### config.mk
export PLATFORM = sky130hd
export DESIGN_NAME = port_out_adapter
export DESIGN_NICKNAME = d
export VERILOG_FILES = /design/src/rtl/poa_pkg.sv /design/src/rtl/poa_arm_ctrl.sv /design/src/rtl/poa_hold_reg.sv /design/src/rtl/poa_hs_fsm.sv /design/src/rtl/port_out_adapter.sv
export SDC_FILE = /design/constraint.sdc
export NUM_CORES = 1
export LEC_CHECK = 0
export BUFFER_PORTS_ARGS = -buffer_cell sky130_fd_sc_hd__buf_2
export CORE_MARGIN = 5
export CORE_UTILIZATION = 50
export DETAILED_ROUTE_END_ITERATION = 10
export PLACE_DENSITY = 0.79
export SLEW_MARGIN = 20
export SYNTH_ARGS = -nofsm -noshare
export SYNTH_HDL_FRONTEND = slang
export SYNTH_SLANG_ARGS = --single-unit
### constraint.sdc
create_clock -name clk -period 1.8 [get_ports clk]
set_input_delay 0.36 -clock clk [delete_from_list [all_inputs] [get_ports clk]]
set_output_delay 0.36 -clock clk [all_outputs]
set_load 0.02 [all_outputs]
### src/rtl/poa_pkg.sv
package poa_pkg;

    typedef enum logic [1:0] {
        POA_FULL     = 2'd0,
        POA_VONLY    = 2'd1,
        POA_AONLY    = 2'd2,
        POA_FULL_ALT = 2'd3
    } poa_mode_e;

    typedef struct packed {
        logic      armed;
        poa_mode_e mode;
    } poa_ctrl_t;

    // The core is held until the consumer acknowledges.
    function automatic logic needs_ack(input poa_mode_e m);
        return (m != POA_VONLY);
    endfunction

    // A valid signal is shown to the consumer.
    function automatic logic drives_vld(input poa_mode_e m);
        return (m != POA_AONLY);
    endfunction

    // The valid signal stays up until acknowledge, rather than pulsing.
    function automatic logic holds_vld(input poa_mode_e m);
        return (m == POA_FULL) || (m == POA_FULL_ALT);
    endfunction

endpackage

### src/rtl/poa_arm_ctrl.sv
module poa_arm_ctrl
    import poa_pkg::*;
(
    input  logic      clk,
    input  logic      rst,
    input  logic      start_i,
    input  poa_mode_e mode_i,
    input  logic      busy_i,
    input  logic      wr_i,
    output poa_ctrl_t ctrl_o
);

    poa_ctrl_t ctrl_q;
    logic      take_start;

    assign take_start = start_i && !busy_i && !wr_i;

    always_ff @(posedge clk) begin
        if (rst) begin
            ctrl_q.armed <= 1'b0;
            ctrl_q.mode  <= POA_FULL;
        end else if (take_start) begin
            ctrl_q.armed <= 1'b1;
            ctrl_q.mode  <= mode_i;
        end
    end

    assign ctrl_o = ctrl_q;

    // the mode is frozen while a word is outstanding
    a_r10_mode_frozen: assert property (@(posedge clk) disable iff (rst)
        busy_i |=> $stable(ctrl_q.mode));

    // once armed, the block stays armed until reset
    a_r1_arm_sticky: assert property (@(posedge clk) disable iff (rst)
        ctrl_q.armed |=> ctrl_q.armed);

endmodule

### src/rtl/poa_hold_reg.sv
module poa_hold_reg #(
    parameter int DATA_W = 32
) (
    input  logic              clk,
    input  logic              rst,
    input  logic              load_i,
    input  logic [DATA_W-1:0] d_i,
    output logic [DATA_W-1:0] q_o
);

    logic [DATA_W-1:0] q_r;

    always_ff @(posedge clk) begin
        if (rst)         q_r <= '0;
        else if (load_i) q_r <= d_i;
    end

    assign q_o = q_r;

    // the held word changes only on an accepted write
    a_r9_hold_only_on_load: assert property (@(posedge clk) disable iff (rst)
        !load_i |=> $stable(q_r));

endmodule

### src/rtl/poa_hs_fsm.sv
module poa_hs_fsm
    import poa_pkg::*;
(
    input  logic      clk,
    input  logic      rst,
    input  logic      wr_i,
    input  logic      ack_i,
    input  poa_ctrl_t ctrl_i,
    output logic      accept_o,
    output logic      busy_o
);

    logic busy_q;
    logic accept;

    assign accept = wr_i && ctrl_i.armed && !busy_q;

    always_ff @(posedge clk) begin
        if (rst) begin
            busy_q <= 1'b0;
        end else if (needs_ack(ctrl_i.mode) && (accept || busy_q)) begin
            busy_q <= !ack_i;
        end else begin
            busy_q <= 1'b0;
        end
    end

    assign accept_o = accept;
    assign busy_o   = busy_q;

    // without acknowledge, the stall persists
    a_r4_stall_holds: assert property (@(posedge clk) disable iff (rst)
        (busy_q && !ack_i) |=> busy_q);

    // an acknowledge releases the stall at the next edge
    a_r5_release: assert property (@(posedge clk) disable iff (rst)
        (busy_q && ack_i) |=> !busy_q);

    // valid-only mode never stalls
    a_r7_vonly_no_stall: assert property (@(posedge clk) disable iff (rst)
        (ctrl_i.mode == POA_VONLY) |-> !busy_q);

    // an idle cycle cannot start a stall, whatever ack_i does
    a_r8_idle_ack_ignored: assert property (@(posedge clk) disable iff (rst)
        (!busy_q && !wr_i) |=> !busy_q);

endmodule

### src/rtl/port_out_adapter.sv
module port_out_adapter
    import poa_pkg::*;
#(
    parameter int DATA_W = 32
) (
    input  logic              clk,
    input  logic              rst,
    input  logic              start_i,
    input  logic [1:0]        mode_i,
    input  logic              wr_i,
    input  logic [DATA_W-1:0] wdata_i,
    output logic              stall_o,
    output logic [DATA_W-1:0] dout_o,
    output logic              vld_o,
    input  logic              ack_i
);

    poa_ctrl_t         ctrl;
    logic              accept;
    logic              busy;
    logic [DATA_W-1:0] held;

    poa_arm_ctrl u_arm (
        .clk     (clk),
        .rst     (rst),
        .start_i (start_i),
        .mode_i  (poa_mode_e'(mode_i)),
        .busy_i  (busy),
        .wr_i    (wr_i),
        .ctrl_o  (ctrl)
    );

    poa_hs_fsm u_fsm (
        .clk      (clk),
        .rst      (rst),
        .wr_i     (wr_i),
        .ack_i    (ack_i),
        .ctrl_i   (ctrl),
        .accept_o (accept),
        .busy_o   (busy)
    );

    poa_hold_reg #(.DATA_W(DATA_W)) u_hold (
        .clk    (clk),
        .rst    (rst),
        .load_i (accept),
        .d_i    (wdata_i),
        .q_o    (held)
    );

    always_comb begin
        vld_o = 1'b0;
        if (drives_vld(ctrl.mode)) begin
            vld_o = holds_vld(ctrl.mode) ? (accept || busy) : accept;
        end
    end

    assign dout_o  = accept ? wdata_i : held;
    assign stall_o = busy;

    // quiet until armed
    a_r1_quiet_until_armed: assert property (@(posedge clk) disable iff (rst)
        !ctrl.armed |-> (!vld_o && !stall_o));

    // acknowledge-only mode never shows valid
    a_r6_aonly_no_vld: assert property (@(posedge clk) disable iff (rst)
        (ctrl.mode == POA_AONLY) |-> !vld_o);

    // data and valid stay steady while the word waits
    a_r4_data_steady: assert property (@(posedge clk) disable iff (rst)
        (vld_o && !ack_i && holds_vld(ctrl.mode)) |=> (vld_o && $stable(dout_o)));

    // a valid-only pulse lasts one cycle unless another write follows
    a_r7_single_pulse: assert property (@(posedge clk) disable iff (rst)
        (vld_o && ctrl.mode == POA_VONLY) |=> (vld_o == wr_i));

endmodule

==> results of run 1 <==
-- power groups by stage --
stage                     combinational (mW)  clock (mW)  sequential (mW)
after floorplan                        0.269           0            0.857
after global placement                 0.373           0            0.860
after detailed placement               0.380           0            0.861
after CTS                              0.385       0.599            0.844
after global routing                   0.448       0.638            0.846
final                                  0.418       0.577            0.843
-- worst max-delay path, stage by stage (launching register included) --
cell                       delay (ns)
sky130_fd_sc_hd__dfxtp_2         0.32
sky130_fd_sc_hd__nand3b_4        0.20
sky130_fd_sc_hd__buf_12          0.19
sky130_fd_sc_hd__mux2_4          0.29
sky130_fd_sc_hd__buf_2           0.16
-- worst paths after layout --
check / start / endpoint / slack, ns / cells after the start
max: u_fsm.busy_o$_SDFF_PP0_ / dout_o[12] / -0.01 / 4
min: ack_i / u_fsm.busy_o$_SDFF_PP0_ / 0.25 / 2
max reg2reg: u_fsm.busy_o$_SDFF_PP0_ / u_hold.q_o[14]$_SDFF_PP0_ / 0.54 / 4
min reg2reg: u_hold.q_o[27]$_SDFF_PP0_ / u_hold.q_o[27]$_SDFF_PP0_ / 0.47 / 2
-- flip-flops by register name (all words and copies together), names as in the netlist --
register,flops
u_hold.q_o,32
u_arm.ctrl_o,3
u_fsm.busy_o,1
-- synth_stat cells --
cell / n / area, µm²
sky130_fd_sc_hd__a21oi_1: 2 / 10.0
sky130_fd_sc_hd__clkbuf_1: 7 / 26.3
sky130_fd_sc_hd__o21ba_2: 1 / 10.0
sky130_fd_sc_hd__nor4_1: 1 / 6.26
sky130_fd_sc_hd__nand2_1: 1 / 3.75
sky130_fd_sc_hd__mux2_2: 3 / 33.8
sky130_fd_sc_hd__dfxtp_1: 36 / 721
sky130_fd_sc_hd__buf_12: 3 / 60.1
sky130_fd_sc_hd__mux2i_1: 34 / 340
sky130_fd_sc_hd__mux2_4: 29 / 435
sky130_fd_sc_hd__ha_1: 2 / 25.0
sky130_fd_sc_hd__nand2b_1: 68 / 425
sky130_fd_sc_hd__inv_1: 2 / 7.51
sky130_fd_sc_hd__buf_6: 4 / 45.0
sky130_fd_sc_hd__and3b_1: 1 / 8.76
sky130_fd_sc_hd__nor3b_1: 1 / 7.51
sky130_fd_sc_hd__nand3b_4: 1 / 20.0
-- cells by family after synthesis --
| kind of cell | after synthesis |
|---|---|
| buffers and inverters | 16 |
| adders and majority gates | 2 |
| AOI/OAI and AO/OA | 3 |
| and+or+nand+nor | 73 |
| DFF | 36 |
| muxes | 66 |
-- area by class of cell --
type | instances | area share
Tap cell | 52 | 0.0230
Timing Repair Buffer | 81 | 0.215
Clock buffer | 8 | 0.0319
Inverter | 2 | 0.00266
Sequential cell | 36 | 0.257
Multi-Input combinational cell | 144 | 0.470
-- metrics by stage --
stage               power [mW]  setup TNS (ns)  cells
finish                    1.84         -0.0413    323
global route              1.93          -0.931    323
CTS                       1.83          -0.287    323
detailed placement        1.24               0    315
global placement          1.23               0    315
floorplan                 1.13               0    196
-- layer usage --
metal,track usage,routed length (µm),vias up
met5,0,0,-
met4,0.0367,39,0
met3,0.0556,280,6
met2,0.238,1960,47
met1,0.165,1900,710
li1,-,-,803
-- repair_timing --
item | in CTS | in global routing
buffers inserted | 0 | 0
hold buffers | 0 | 0
endpoints found under the setup margin | 32 | 33
resized for setup | 4 | 45
==> results, run 1 <==
- The flow ran to the end, but the final reports show violations.
- The checks that failed: setup timing.
- The worst pin sits at a relative slew slack of 0.622.
- The portion of total power attributed to the clock network is 0.314.
- Once placement finished, the instance area stood at between 0.002 and 0.003 mm².
- From left edge to right edge, the die measures 76.1 µm.
- The total CTS buffers is 5.
- The standard-cell row count is 24.
- The clock latency at the later pin of the worst-skew pair is 0.28 ns.
- Timing would allow up to 0.552 GHz.
- The number of max-slew violations in the final report is 0.
- The fraction of the yosys area taken by sequential cells is 0.330.
- The simple-gate share of the synthesized area is 0.216.
- The aggregate global routing overflow is 0.
- Compared with the post-synthesis result, the final layout area differs by 29.2%.
- The tightest min-delay check is of the input port to register type.
- Setup repair after global routing could not meet its margin everywhere.
- The violation count after the first detailed-routing iteration is 35.
- Prior to clock tree synthesis, the placed netlist has a worst setup slack of about 0.14 ns.
- The synthesized instance count is approximately 200.
- The clock root buffer is sky130_fd_sc_hd__clkbuf_8.
- The worst setup path is launched from a register.
- By area, the combinational part of the netlist is dominated by multiplexers.
- The largest driver fanout on the critical path is 14.
- The number of nets handed over by synthesis was 237.
- Counting flops and latches in the post-synthesis netlist gives 36.
- The power dissipated by switching net loads is ~0.47 mW.
- The number of primary I/O pins is 73.
- STA puts the critical path data required time at 1.44 ns.
- Setup slack on the critical path of the routed design comes to -0.0110 ns.
- The time the worst path needs with I/O delays and setup is 1.81 ns.
- The post-route core utilization is 0.658.
- The synthesized-area fraction occupied by ao, oa, aoi and oai cells was 0.00916.
- Final hold analysis gives a worst-case slack of 0.245 ns.
- In the layout the commonest cells are 68 x sky130_fd_sc_hd__nand2b_1, 50 x sky130_fd_sc_hd__buf_2, 34 x sky130_fd_sc_hd__mux2i_1, 33 x sky130_fd_sc_hd__dfxtp_1, 29 x sky130_fd_sc_hd__mux2_4.
- The number of different library cells used by synthesis comes to 17.
- The leakage power is 1.31 nW.
- The commonest non-fill, non-tap cell in the layout is sky130_fd_sc_hd__nand2b_1.
- The H-tree depth is 2.
- The share of total power dissipated in sequential elements is 0.459.
- The routed length per placed instance is 12.9 µm.
- The internal power consumption is 1.37 mW.
- The fraction of power consumed by combinational cells is 0.227.
- The multi-input combinational cells in the finished layout cover a total of roughly 0.0013 mm².
- The number of search-and-repair iterations in the first detailed-routing pass is 4.
- The portion of netlist area occupied by mux cells is 0.370.
- The height of the die is 76.1 µm.
- The final-stage net count is 311.
- For this run, the number of Yosys warnings is 0.
- A synthesized cell averages roughly 11 µm².
- The global-route wire length before repair is 6900 µm.
- The final count of negative-setup-slack endpoints is 6.
- The half-perimeter wire length after placement is 3110 µm.
- The largest net degree at the start of global routing is 39.
- On the final layout, the worst clock skew is roughly 0.0025 ns.
- The die covers 0.00579 mm².
- In this run the tool buffered the top-level ports with 72 buffer cells.
- The number of antenna violations at the first check in global routing is 0.
- The flip-flop and latch area is 727 µm².
- Of the total synthesized cell area, the portion taken by XOR and XNOR cells is 0.
- The signal arrival time at the worst endpoint is between 1 and 1.5 ns.
- The number of antenna diodes is 0.
- The final weighted congestion in routability-driven placement is 0.732.
- The adder-cell share of the synthesized area is 0.0114.
- The via count of the first global-routing pass was roughly 1600.
- The largest buffer count on any clock path is 2.
- The max capacitance violation total is 0.
- Of the available clock period, the critical path in the final layout requires 1.01.
- The clock input transition at the sequential cells of the worst setup and hold paths is about 0.070 ns.
- The starting density of the core is 0.509.
- The clock sink total is 36.
- The final-layout fill cell count is 345.
- The slew at the pin closest to its max-slew limit is 0.566 ns.
- The fraction of final layout cells sized beyond drive strength 1 is 0.461.
- The final-report hold violation count was 0.
- The number of nets with antenna violations after routing is 0.
- Summing every instance area after synthesis gives 0.00219 mm².
- VDD sags by at most 0.495 mV.
- Once layout is done, the placed cells without fillers occupy roughly 0.0028 mm².
- The via density per instance is 4.85.
- In the routed design, unresolved DRC markers number 0.
- The final layout contains routed wiring with a total length of 4180 µm.
- Of the total power, the share spent switching nets is 0.254.
- The CTS tree is done.
- The overall fraction of global-route tracks in use is 0.141.
- The category of the most critical setup path is register to primary output.
- The worst setup path is captured at a primary output.
- Power spread over the standard cell area amounts to between 600 and 700 mW/mm².
- The final route contains 1566 vias.
- The core region is 0.00429 mm².
No activity file was read; power rests on OpenSTA's default activity.
==> inputs of run 2 (changes only) <==
- CORE_MARGIN: 5 -> 8
- CTS_BUF_LIST: not set -> sky130_fd_sc_hd__clkbuf_4 sky130_fd_sc_hd__clkbuf_8
- clock period: 1.8 -> 2.2 ns (I/O delays scaled with it)
==> results, run 2 (synthesis gave the netlist of run 1 again) <==
- Outcome: finished clean (was finished, violations left).
- The largest stage delay on the critical path is 0.41 ns (was 0.32 ns).
- The clock root buffer is sky130_fd_sc_hd__clkbuf_8 (unchanged).
- The highest achievable clock rate is between 0.4 and 0.5 GHz.
- The total core area is 0.00429 mm² (unchanged).
- The final-layout fill cell count is 373 (was 345).
- The leakage power came to 1.26 nW (was 1.31 nW).
- The via count of the first global-routing pass came to 1553 (was 1587).
- The final routed wirelength across all metal layers is 4120 µm (was 4180 µm).
- The buffers inserted during post-CTS setup optimization came to 0 (unchanged).
- The routed length per placed instance is 13.0 µm (was 12.9 µm).
- The number of search-and-repair iterations in the first detailed-routing pass came to 4 (unchanged).
- The final count of negative-setup-slack endpoints came to 0 (was 6).
- The area of placed instances is 0.00255 mm² (was 0.00259 mm²).
- The flip-flop and latch area was 721 µm² (was 727 µm²).
- The final weighted congestion in routability-driven placement was 0.730 (was 0.732).
- The largest net degree at the start of global routing is 38 (was 39).
- The post-route standard cell area excluding fillers is 0.00264 mm² (was 0.00282 mm²).
- The total via count in the routed design is 1530 (was 1566).
- The global-route wire length before repair was 6820 µm (was 6900 µm).
- The number of primary I/O pins is 73 (unchanged).
- The clock sink total is 36 (unchanged).
- The via density per instance is 4.81 (was 4.85).
- The number of max-slew violations in the final report is 0 (unchanged).
- The fraction of final layout cells sized beyond drive strength 1 was 0.447 (was 0.461).
- Commonest non-fill, non-tap cells in the layout: 72 x sky130_fd_sc_hd__buf_2, 68 x sky130_fd_sc_hd__nand2b_1, 36 x sky130_fd_sc_hd__dfxtp_1, 34 x sky130_fd_sc_hd__mux2i_1, 29 x sky130_fd_sc_hd__mux2_4 (was 68 x sky130_fd_sc_hd__nand2b_1, 50 x sky130_fd_sc_hd__buf_2, 34 x sky130_fd_sc_hd__mux2i_1, 33 x sky130_fd_sc_hd__dfxtp_1, 29 x sky130_fd_sc_hd__mux2_4).
- The violation count after the first detailed-routing iteration is 55 (was 35).
- The clock skew after layout is 0.00843 ns (was 0.00250 ns).
- The final-stage net count was 306 (was 311).
- The total CTS buffers was 5 (unchanged).
- The aggregate global routing overflow was 0 (unchanged).
- The number of nets with antenna violations after routing is 0 (unchanged).
- The commonest non-fill, non-tap cell in the layout is sky130_fd_sc_hd__buf_2 (was sky130_fd_sc_hd__nand2b_1).
- The signal arrival time at the worst endpoint is 1.66 ns (was 1.45 ns).
- The number of antenna violations at the first check in global routing is 0 (unchanged).
- The relative max-transition margin is 0.639 (was 0.622).
- The count of buffering cells on the critical path with inverters included is 2 (unchanged).
- The area of the die came to 0.00674 mm² (was 0.00579 mm²).
- The max capacitance violation total is 0 (unchanged).
- The starting density of the core is 0.509 (unchanged).
- The final-report hold violation count is 0 (unchanged).
- The clock latency at the later pin of the worst-skew pair is 0.28 ns (about the same).
- The overall fraction of global-route tracks in use is 0.126 (was 0.141).
- The final worst-path cycle share is 0.954.
- The number of buffers inserted for hold repair after clock tree synthesis is 0 (unchanged).
- The die extent in x is 82.1 µm (was 76.1 µm).
- The number of antenna diodes is 0 (unchanged).
- The endpoint type of the worst setup path was a primary output (unchanged).
- The power per standard cell area is 556 mW/mm² (was 651 mW/mm²).
- RSZ-0062 raised after global routing: false (was true).
- The multi-input logic area came to 0.00133 mm² (unchanged).
- The count of input and output buffers is 72 (unchanged).
- The post-layout total power is 1.47 mW (was 1.84 mW).
- The height of the die is 82.1 µm (was 76.1 µm).
- The family of cells with the greatest summed delay on the critical path is buffers and inverters (unchanged).
- The number of remaining DRC errors is 0 (unchanged).
- The post-route setup TNS was 0 ns (was -0.0413 ns).
- The worst path needs approximately 2.1 ns of the cycle, external delays included.
- The synthesis-to-finish area growth is 20.8% (was 29.2%).
- The largest driver fanout on the critical path came to 14 (unchanged).
- The category of the most critical setup path is register to primary output (unchanged).
- The half-perimeter wire length after placement is 3100 µm (was 3110 µm).
- The worst supply voltage drop on vdd came to 0.283 mV (was 0.495 mV).
- The class of the tightest hold or removal check was input port to register (unchanged).
- The H-tree depth is 2 (unchanged).
- The largest buffer count on any clock path is 2 (unchanged).
- The kind of launch point of the worst setup path is a register (unchanged).
- The final-layout worst hold slack is 0.305 ns (was 0.245 ns).
- The clock input transition at the sequential cells of the worst setup and hold paths is 0.07 ns (about the same).
- The post-cts gate resize count was 0 (was 4).
- Crit path cell chain: nand3b_4 > buf_4 > mux2_2 > buf_2 (was nand3b_4 > buf_12 > mux2_4 > buf_2).
- The standard cell with the maximum stage delay on the critical path is sky130_fd_sc_hd__dfxtp_1 (was sky130_fd_sc_hd__dfxtp_2).
- The number of flip-flops under the largest register name is 32 (unchanged).
- The CTS tree is done (unchanged).
- The endpoint required time on the critical path is 1.76 ns (was 1.44 ns).
- The slew at the pin closest to its max-slew limit came to 0.540 ns (was 0.566 ns).
- The standard-cell row count is 24 (unchanged).
run 2: cell type report:
type                            count  area share
Tap cell                           52      0.0246
Sequential cell                    36       0.273
Inverter                            2     0.00284
Multi-Input combinational cell    144       0.503
Clock inverter                      2     0.00379
Clock buffer                        6      0.0313
Timing Repair Buffer               76       0.162
run 2: path summary, 6_finish.rpt:
path | start | endpoint | slack, ns | cells after the start
setup / recovery | u_fsm.busy_o$_SDFF_PP0_ | dout_o[27] | 0.10 | 4
hold / removal | ack_i | u_fsm.busy_o$_SDFF_PP0_ | 0.30 | 2
setup reg to reg | u_arm.ctrl_o[2]$_SDFFE_PP0P_ | u_hold.q_o[8]$_SDFF_PP0_ | 0.76 | 3
hold reg to reg | u_hold.q_o[28]$_SDFF_PP0_ | u_hold.q_o[28]$_SDFF_PP0_ | 0.47 | 2
run 2: routing by layer:
metal  track usage  wire length, µm  share of wire  vias up
met4        0.0421               49          0.012        0
met1         0.149             1830           0.44      688
li1              -                -              -      788
met3        0.0422              343          0.083        8
met2         0.211             1900           0.46       46
met5             0                0              0        -
run 2: report_power, final:
group | total, mW | internal (mW) | switching (mW)
combinational | 0.301 | 0.159 | 0.143
clock | 0.477 | 0.250 | 0.227
sequential | 0.690 | 0.675 | 0.0142
run 2: per-stage QoR:
step | util | cells | worst slack [ns]
6_report | 0.615 | 318 | 0.101
2_1_floorplan | - | 196 | 0.531
3_5_place_dp | 0.594 | 310 | 0.305
5_1_grt | 0.615 | 318 | 0.00629
4_1_cts | 0.615 | 318 | 0.0691
3_3_place_gp | 0.594 | 310 | 0.323
==> inputs of run 3 (changes only) <==
==> constraint.sdc (replaced) <==
create_clock -name clk -period 2.2 [get_ports clk]
set_input_delay 0.22 -clock clk [delete_from_list [all_inputs] [get_ports clk]]
set_output_delay 0.22 -clock clk [all_outputs]
set_load 0.02 [all_outputs]
==> results, run 3 (synthesis gave the netlist of run 1 again) <==
- The largest stage delay on the critical path is 0.41 ns (about the same).
- The largest buffer count on any clock path was 2 (unchanged).
- The aggregate global routing overflow came to 0 (unchanged).
- The H-tree depth came to 2 (unchanged).
- The clock skew after layout came to 0.00618 ns (was 0.00843 ns).
- The count of input and output buffers is 72 (unchanged).
- The final-stage net count is 305 (was 306).
- The post-route setup TNS is 0 ns (unchanged).
- The commonest non-fill, non-tap cell in the layout is sky130_fd_sc_hd__buf_2 (unchanged).
- The power per standard cell area is 593 mW/mm² (was 556 mW/mm²).
- The height of the die is 82.1 µm (unchanged).
- The buffers inserted during post-CTS setup optimization is 0 (unchanged).
- The category of the most critical setup path is register to primary output (unchanged).
- The number of remaining DRC errors is 0 (unchanged).
- The standard cell with the maximum stage delay on the critical path is sky130_fd_sc_hd__dfxtp_1 (unchanged).
- Outcome: finished clean (unchanged).
- The global-route wire length before repair is 7140 µm (was 6820 µm).
- The post-cts gate resize count is 0 (unchanged).
- The multi-input logic area is 0.00133 mm² (unchanged).
- The number of antenna diodes is 0 (unchanged).
- The final count of negative-setup-slack endpoints is 0 (unchanged).
- The starting density of the core is 0.509 (unchanged).
- The largest net degree at the start of global routing was 71 (was 38).
- The via count of the first global-routing pass is 1624 (was 1553).
- The via density per instance was 4.74 (was 4.81).
- The synthesis-to-finish area growth is 20.8% (about the same).
- The clock latency at the later pin of the worst-skew pair is 0.28 ns (about the same).
- The clock sink total came to 36 (unchanged).
- The total core area was 0.00429 mm² (unchanged).
- The signal arrival time at the worst endpoint is 1.78 ns (was 1.66 ns).
- The worst supply voltage drop on vdd is 0.425 mV (was 0.283 mV).
- The flip-flop and latch area is 721 µm² (unchanged).
- The setup slack after layout is 0.196 ns (was 0.101 ns).
- The final-report hold violation count was 0 (unchanged).
- The kind of launch point of the worst setup path was a register (unchanged).
- The clock input transition at the sequential cells of the worst setup and hold paths was 0.07 ns (about the same).
- The relative max-transition margin was 0.458 (was 0.639).
- The number of search-and-repair iterations in the first detailed-routing pass is 4 (unchanged).
- The number of max-slew violations in the final report was 0 (unchanged).
- The routed length per placed instance is 13.3 µm (was 13.0 µm).
- The endpoint required time on the critical path is 1.98 ns (was 1.76 ns).
- The final-layout fill cell count is 377 (was 373).
- The total via count in the routed design is 1501 (was 1530).
- The die extent in x is 82.1 µm (unchanged).
- The final worst-path cycle share is 0.911 (was 0.954).
- The setup slack at placement was 0.494 ns (was 0.305 ns).
- The leakage power is 1.26 nW (about the same).
- The fraction of final layout cells sized beyond drive strength 1 is 0.445 (was 0.447).
- Crit path cell chain: nand3b_4 > buf_4 > mux2_4 > buf_2 (was nand3b_4 > buf_4 > mux2_2 > buf_2).
- The slew at the pin closest to its max-slew limit is 0.814 ns (was 0.540 ns).
- The time the worst path needs with I/O delays and setup is 2.00 ns (was 2.10 ns).
- Commonest non-fill, non-tap cells in the layout: 72 x sky130_fd_sc_hd__buf_2, 68 x sky130_fd_sc_hd__nand2b_1, 36 x sky130_fd_sc_hd__dfxtp_1, 34 x sky130_fd_sc_hd__mux2i_1, 29 x sky130_fd_sc_hd__mux2_4 (unchanged).
- The final routed wirelength across all metal layers is 4210 µm (was 4120 µm).
- The class of the tightest hold or removal check is input port to register (unchanged).
- The total CTS buffers is 5 (unchanged).
- The CTS tree is done (unchanged).
- The clock root buffer is sky130_fd_sc_hd__clkbuf_8 (unchanged).
- The number of buffers inserted for hold repair after clock tree synthesis is 0 (unchanged).
- The half-perimeter wire length after placement came to 3130 µm (was 3100 µm).
- RSZ-0062 raised after global routing: false (unchanged).
- The post-layout total power is 1.57 mW (was 1.47 mW).
- The area of the die is 0.00674 mm² (unchanged).
- The number of primary I/O pins came to 73 (unchanged).
- The largest driver fanout on the critical path is 17 (was 14).
- The violation count after the first detailed-routing iteration is 84 (was 55).
- The max capacitance violation total came to 0 (unchanged).
- The highest achievable clock rate came to 0.499 GHz (was 0.476 GHz).
- The overall fraction of global-route tracks in use is 0.132 (was 0.126).
- The final weighted congestion in routability-driven placement came to 0.657 (was 0.730).
- The endpoint type of the worst setup path is a primary output (unchanged).
- The number of flip-flops under the largest register name is 32 (unchanged).
- The standard-cell row count is 24 (unchanged).
- The number of nets with antenna violations after routing is 0 (unchanged).
- The number of antenna violations at the first check in global routing is 0 (unchanged).
## run 3: changes by cell type in the layout (fill, tap and decap cells not counted), sizes merged
cell    change
buf         -1
bufinv      +1
clkinv      -1
## run 3: final cells by class
type	instances	area share
clock buffers	6	0.0289
clock inverters	2	0.0133
inverters	2	0.00284
multi-input cells	144	0.503
flip-flops and latches	36	0.273
well taps	52	0.0246
repair buffers	75	0.155
## run 3: layer usage
layer | vias up | global-route usage | routed length (µm)
li1 | 785 | - | -
met1 | 665 | 0.157 | 1940
met2 | 47 | 0.223 | 1920
met3 | 4 | 0.0368 | 322
met4 | 0 | 0.0421 | 38
met5 | - | 0 | 0
## run 3: worst max-delay path: cells and delay by family (launching register included)
kind                   cells  cell delay, ns
buffers and inverters      2            0.41
AND/OR/NAND/NOR            1            0.37
multiplexers               1            0.31
flip-flops                 1            0.41
## run 3: path summary, 6_finish.rpt
kind / end / slack (ns) / cells past startpoint / start
worst max-delay path: dout_o[0] / 0.20 / 4 / u_fsm.busy_o$_SDFF_PP0_
worst min-delay path: u_fsm.busy_o$_SDFF_PP0_ / 0.09 / 2 / ack_i
worst max register to register: u_hold.q_o[8]$_SDFF_PP0_ / 0.74 / 3 / u_arm.ctrl_o[2]$_SDFFE_PP0P_
worst min register to register: u_hold.q_o[16]$_SDFF_PP0_ / 0.48 / 2 / u_hold.q_o[16]$_SDFF_PP0_
## run 3: stage by stage
| step | instance area, µm² | utilization | hold WS (ns) | std cells |
|---|---|---|---|---|
| detailed placement | 2530 | 0.589 | 0.398 | 309 |
| finish | 2640 | 0.615 | 0.0913 | 317 |
| global placement | 2530 | 0.589 | 0.392 | 309 |
| global route | 2640 | 0.615 | 0.0947 | 317 |
| CTS | 2640 | 0.615 | 0.0891 | 317 |
| floorplan | 2190 | - | 0.297 | 196 |
## run 3: power breakdown
group / switching (mW) / total (mW) / internal, mW
logic: 0.142 / 0.298 / 0.156
clock network: 0.229 / 0.578 / 0.349
registers: 0.0147 / 0.690 / 0.676
